[src/rtl/mocsa_pkg.sv]
package mocsa_pkg;

    // Output width needed to hold the sum of k words of n bits without loss.
    function automatic int total_width(input int n, input int k);
        return n + $clog2(k);
    endfunction

    // Width of the final carry-propagate result for k words of n bits.
    function automatic int chain_width(input int n, input int k);
        return n + k - 1;
    endfunction

endpackage

[src/rtl/mocsa_fa_cell.sv]
module mocsa_fa_cell (
    input  logic a_i,
    input  logic b_i,
    input  logic c_i,
    output logic s_o,
    output logic co_o
);

    logic ab_x;

    always_comb begin
        ab_x = a_i ^ b_i;
        s_o  = ab_x ^ c_i;
        co_o = (a_i & b_i) | (ab_x & c_i);
    end

endmodule

[src/rtl/mocsa_csa_row.sv]
// One carry-save row: W independent full adders. The sum result is
// zero-extended by one bit and the carry result is moved up one position,
// so both outputs are W+1 bits wide and can be summed directly.
module mocsa_csa_row #(
    parameter int W = 4
) (
    input  logic [W-1:0] x_i,
    input  logic [W-1:0] y_i,
    input  logic [W-1:0] z_i,
    output logic [W:0]   sum_o,
    output logic [W:0]   carry_o
);

    logic [W-1:0] bit_sum;
    logic [W-1:0] bit_carry;

    for (genvar b = 0; b < W; b++) begin : g_bit
        mocsa_fa_cell u_fa (
            .a_i  (x_i[b]),
            .b_i  (y_i[b]),
            .c_i  (z_i[b]),
            .s_o  (bit_sum[b]),
            .co_o (bit_carry[b])
        );
    end

    assign sum_o   = {1'b0, bit_sum};
    assign carry_o = {bit_carry, 1'b0};

endmodule

[src/rtl/mocsa_ripple_cpa.sv]
// Carry-propagate adder built as a ripple chain of full adders.
module mocsa_ripple_cpa #(
    parameter int W = 6
) (
    input  logic [W-1:0] a_i,
    input  logic [W-1:0] b_i,
    output logic [W:0]   sum_o
);

    logic [W:0] chain;

    assign chain[0] = 1'b0;

    for (genvar b = 0; b < W; b++) begin : g_bit
        mocsa_fa_cell u_fa (
            .a_i  (a_i[b]),
            .b_i  (b_i[b]),
            .c_i  (chain[b]),
            .s_o  (sum_o[b]),
            .co_o (chain[b+1])
        );
    end

    assign sum_o[W] = chain[W];

endmodule

[src/rtl/multi_operand_csa.sv]
module multi_operand_csa
    import mocsa_pkg::*;
#(
    parameter int K = 4,
    parameter int N = 4
) (
    input  logic [K-1:0][N-1:0]              operands,
    output logic [total_width(N, K)-1:0]     total_o
);

    localparam int STAGES = K - 2;
    localparam int FULL_W = chain_width(N, K);
    localparam int OUT_W  = total_width(N, K);
    localparam int LAST_W = FULL_W - 1;

    // Zero-extended views of every row's inputs and outputs.
    logic [FULL_W-1:0] st_a [STAGES];
    logic [FULL_W-1:0] st_b [STAGES];
    logic [FULL_W-1:0] st_c [STAGES];
    logic [FULL_W-1:0] st_s [STAGES];
    logic [FULL_W-1:0] st_k [STAGES];
    logic [FULL_W-1:0] cpa_sum;

    for (genvar s = 0; s < STAGES; s++) begin : g_stage
        localparam int IW = N + s;
        logic [IW-1:0] in_x;
        logic [IW-1:0] in_y;
        logic [IW-1:0] in_z;
        logic [IW:0]   o_sum;
        logic [IW:0]   o_carry;

        if (s == 0) begin : g_first
            assign in_x = operands[0];
            assign in_y = operands[1];
        end else begin : g_next
            assign in_x = st_s[s-1][IW-1:0];
            assign in_y = st_k[s-1][IW-1:0];
        end
        assign in_z = IW'(operands[s+2]);

        mocsa_csa_row #(.W(IW)) u_row (
            .x_i     (in_x),
            .y_i     (in_y),
            .z_i     (in_z),
            .sum_o   (o_sum),
            .carry_o (o_carry)
        );

        assign st_a[s] = FULL_W'(in_x);
        assign st_b[s] = FULL_W'(in_y);
        assign st_c[s] = FULL_W'(in_z);
        assign st_s[s] = FULL_W'(o_sum);
        assign st_k[s] = FULL_W'(o_carry);
    end

    mocsa_ripple_cpa #(.W(LAST_W)) u_cpa (
        .a_i   (st_s[STAGES-1][LAST_W-1:0]),
        .b_i   (st_k[STAGES-1][LAST_W-1:0]),
        .sum_o (cpa_sum)
    );

    assign total_o = cpa_sum[OUT_W-1:0];

endmodule

[config.mk]
export PLATFORM = sky130hd
export DESIGN_NAME = multi_operand_csa
export DESIGN_NICKNAME = d
export VERILOG_FILES = /design/src/rtl/mocsa_pkg.sv /design/src/rtl/mocsa_fa_cell.sv /design/src/rtl/mocsa_csa_row.sv /design/src/rtl/mocsa_ripple_cpa.sv /design/src/rtl/multi_operand_csa.sv
export SDC_FILE = /design/constraint.sdc
export NUM_CORES = 1
export LEC_CHECK = 0
export BUFFER_PORTS_ARGS = -buffer_cell sky130_fd_sc_hd__buf_2
export CELL_PAD_IN_SITES_DETAIL_PLACEMENT = 2
export CELL_PAD_IN_SITES_GLOBAL_PLACEMENT = 2
export CORE_AREA = 2 2 41 43
export DETAILED_ROUTE_END_ITERATION = 10
export DIE_AREA = 0 0 43 45
export PLACE_DENSITY_LB_ADDON = 0.1
export REMOVE_ABC_BUFFERS = 1
export SLEW_MARGIN = 15
export SYNTH_ARGS = -nofsm -noshare
export SYNTH_HDL_FRONTEND = slang
export SYNTH_SLANG_ARGS = --single-unit
[constraint.sdc]
create_clock -name vclk -period 3.4
set_clock_uncertainty 0.15 [all_clocks]
set_input_delay 0.34 -clock vclk [all_inputs]
set_output_delay 0.34 -clock vclk [all_outputs]
set_load 0.05 [all_outputs]
==> reports/summary.txt <==
Global Route Usage Sum: 6.61%
maximum number of pins on one net before global-route repair: 2
count of antenna diodes in the layout: 0
Sequential Area: 0 um^2
count of pins on the block boundary: 22
antenna-violating nets left: 0
placement row count: 14
number of DRC markers in iteration 0: 0
antenna violations before repair: 0
layout overhead on the synthesized area: 37.9%
starting utilization of the core area: 20.7%
Final Max Slew Viols: 0
post-DP HPWL: 632 um
leakage component of the power: 0.000227 uW
unrepaired setup endpoints after global routing: true
total setup buffers inserted after CTS: 0
arrival time reported for the critical path endpoint: 3000 ps
most common cell after layout, fill and taps aside: sky130_fd_sc_hd__buf_2
die footprint: 1940 um^2
VDD IR-drop max: 171 uV
worst rel slew slack: 83.2%
violations in the final reports: negative setup slack
Achievable Freq: 0.286 GHz
Syn Inst Count: 27
total wirelength of the detailed-routed design: 604 um
sum of overflow across all layers after global routing: 0
Detailed Routing Iterations Pass 1: 1
CP startpoint kind: primary input
overall power: 245 uW
gpl congestion: 0.613
Setup Crit Path Kind: primary input to output port
total core area: 1470 um^2
CP endpoint kind: output port
Hold Slack: 974 ps
fill count: 176
post-synthesis average cell area: 11.3 um^2
post-synthesis instance area: 304 um^2
horizontal die dimension: 43 um
top cell type by total area after synthesis: sky130_fd_sc_hd__fa_1
routing usage on met1: 6.75%
via/cell ratio: 3.76
minimum setup slack in the final design: -92.8 ps
via count of the routed design: 222
floorplan die height: 45 um
max_cap viols: 0
total setup violations reported at the end of the flow: 1
worst path required time: 2910 ps
status: finished with violations
power density of the placed cells: 585 nW/um^2
final routed DRC violation total: 0
total number of nets in the final design: 73
share of cells above drive strength 1: 62.8%
number of distinct standard cells referenced by the synthesized netlist: 4
met3 track demand over resource in global routing: 0.400%
hold-critical path depth: 3
number of global-route vias before repair: 252
Setup Slack @ Placement: -361 ps
Synth top area share: 65.8%
share of the core filled with cells: 28.5%
post-detailed-route wirelength per cell: 10.2 um
Placed Area: 389 um^2
number of flip-flops and latches: 0
buffers added on ports: 22
commonest cells after routing, fill and taps aside: 19 x sky130_fd_sc_hd__buf_2, 8 x sky130_fd_sc_hd__fa_1, 7 x sky130_fd_sc_hd__inv_1
sequential-to-total area share from yosys stat: 0%
Final Hold Fails: 0
most area-consuming cells after synthesis: sky130_fd_sc_hd__fa_1 66%, sky130_fd_sc_hd__buf_4 15%, sky130_fd_sc_hd__inv_1 11%, sky130_fd_sc_hd__ha_1 8.2%
transition time of the tightest slew-check pin: 254 ps
global-route track usage on met2: 15.2%
Yosys warning total: 0
final clock period utilization by the worst path: 103%
GRT Max-Usage Layer: met2
multi-input gate area in the final layout: 233 um^2
final worst path period need: 3490 ps
worst hold-check path type: primary input to output port
global-route wire length before repair: 993 um
Clock Buffer Count: 0
design area: 419 um^2
Crit Path Max Fanout: 1
-- power by group --
part / switching, uW / internal, uW
logic: 171 / 74.6
registers: 0 / 0
clock network: 0 / 0
-- cell usage after synthesis --
cell	instances
sky130_fd_sc_hd__buf_4	6
sky130_fd_sc_hd__fa_1	10
sky130_fd_sc_hd__ha_1	2
sky130_fd_sc_hd__inv_1	9
-- area by class of cell --
cell class,count,area share (%)
multi-input combinational,12,55.5
inverter,9,8.06
timing repair buffer,22,31.6
tap,16,4.78
-- worst max-delay path: stages --
cell                    delay (ps)
sky130_fd_sc_hd__buf_6          90
sky130_fd_sc_hd__fa_1          550
sky130_fd_sc_hd__fa_1          430
sky130_fd_sc_hd__ha_2          190
sky130_fd_sc_hd__fa_2          330
sky130_fd_sc_hd__fa_2          340
sky130_fd_sc_hd__inv_2          60
sky130_fd_sc_hd__fa_1          430
sky130_fd_sc_hd__inv_2          90
sky130_fd_sc_hd__buf_8         140
-- path summary, 6_finish.rpt --
path | from | to | slack, ps
worst min-delay path | operands[12] | total_o[0] | 970
worst max-delay path | operands[5] | total_o[4] | -90
-- layer usage --
layer  up-vias  part of all wire [%]
met1       112                    24
li1        100                     -
met2        10                    68
met3         0                   7.1
met5         -                     0
met4         0                     0
-- what timing repair did --
item,CTS,global route
hold buffers,0,0
gates resized for setup,10,0
gates cloned,0,0
pin swaps,4,3
endpoints found under the setup margin,2,1
-- per-stage QoR --
stage,std cells,TNS (ps)
floorplan,21,-119
global placement,59,-282
detailed placement,59,-363
CTS,59,-136
global route,59,-162
finish,59,-92.8
-- cells by family after synthesis --
group	after synthesis	share of synthesized area (%)
buffers and inverters	15	25.9
adder cells (fa/ha/maj)	12	74.1
Power figures use the tool's default switching activity.
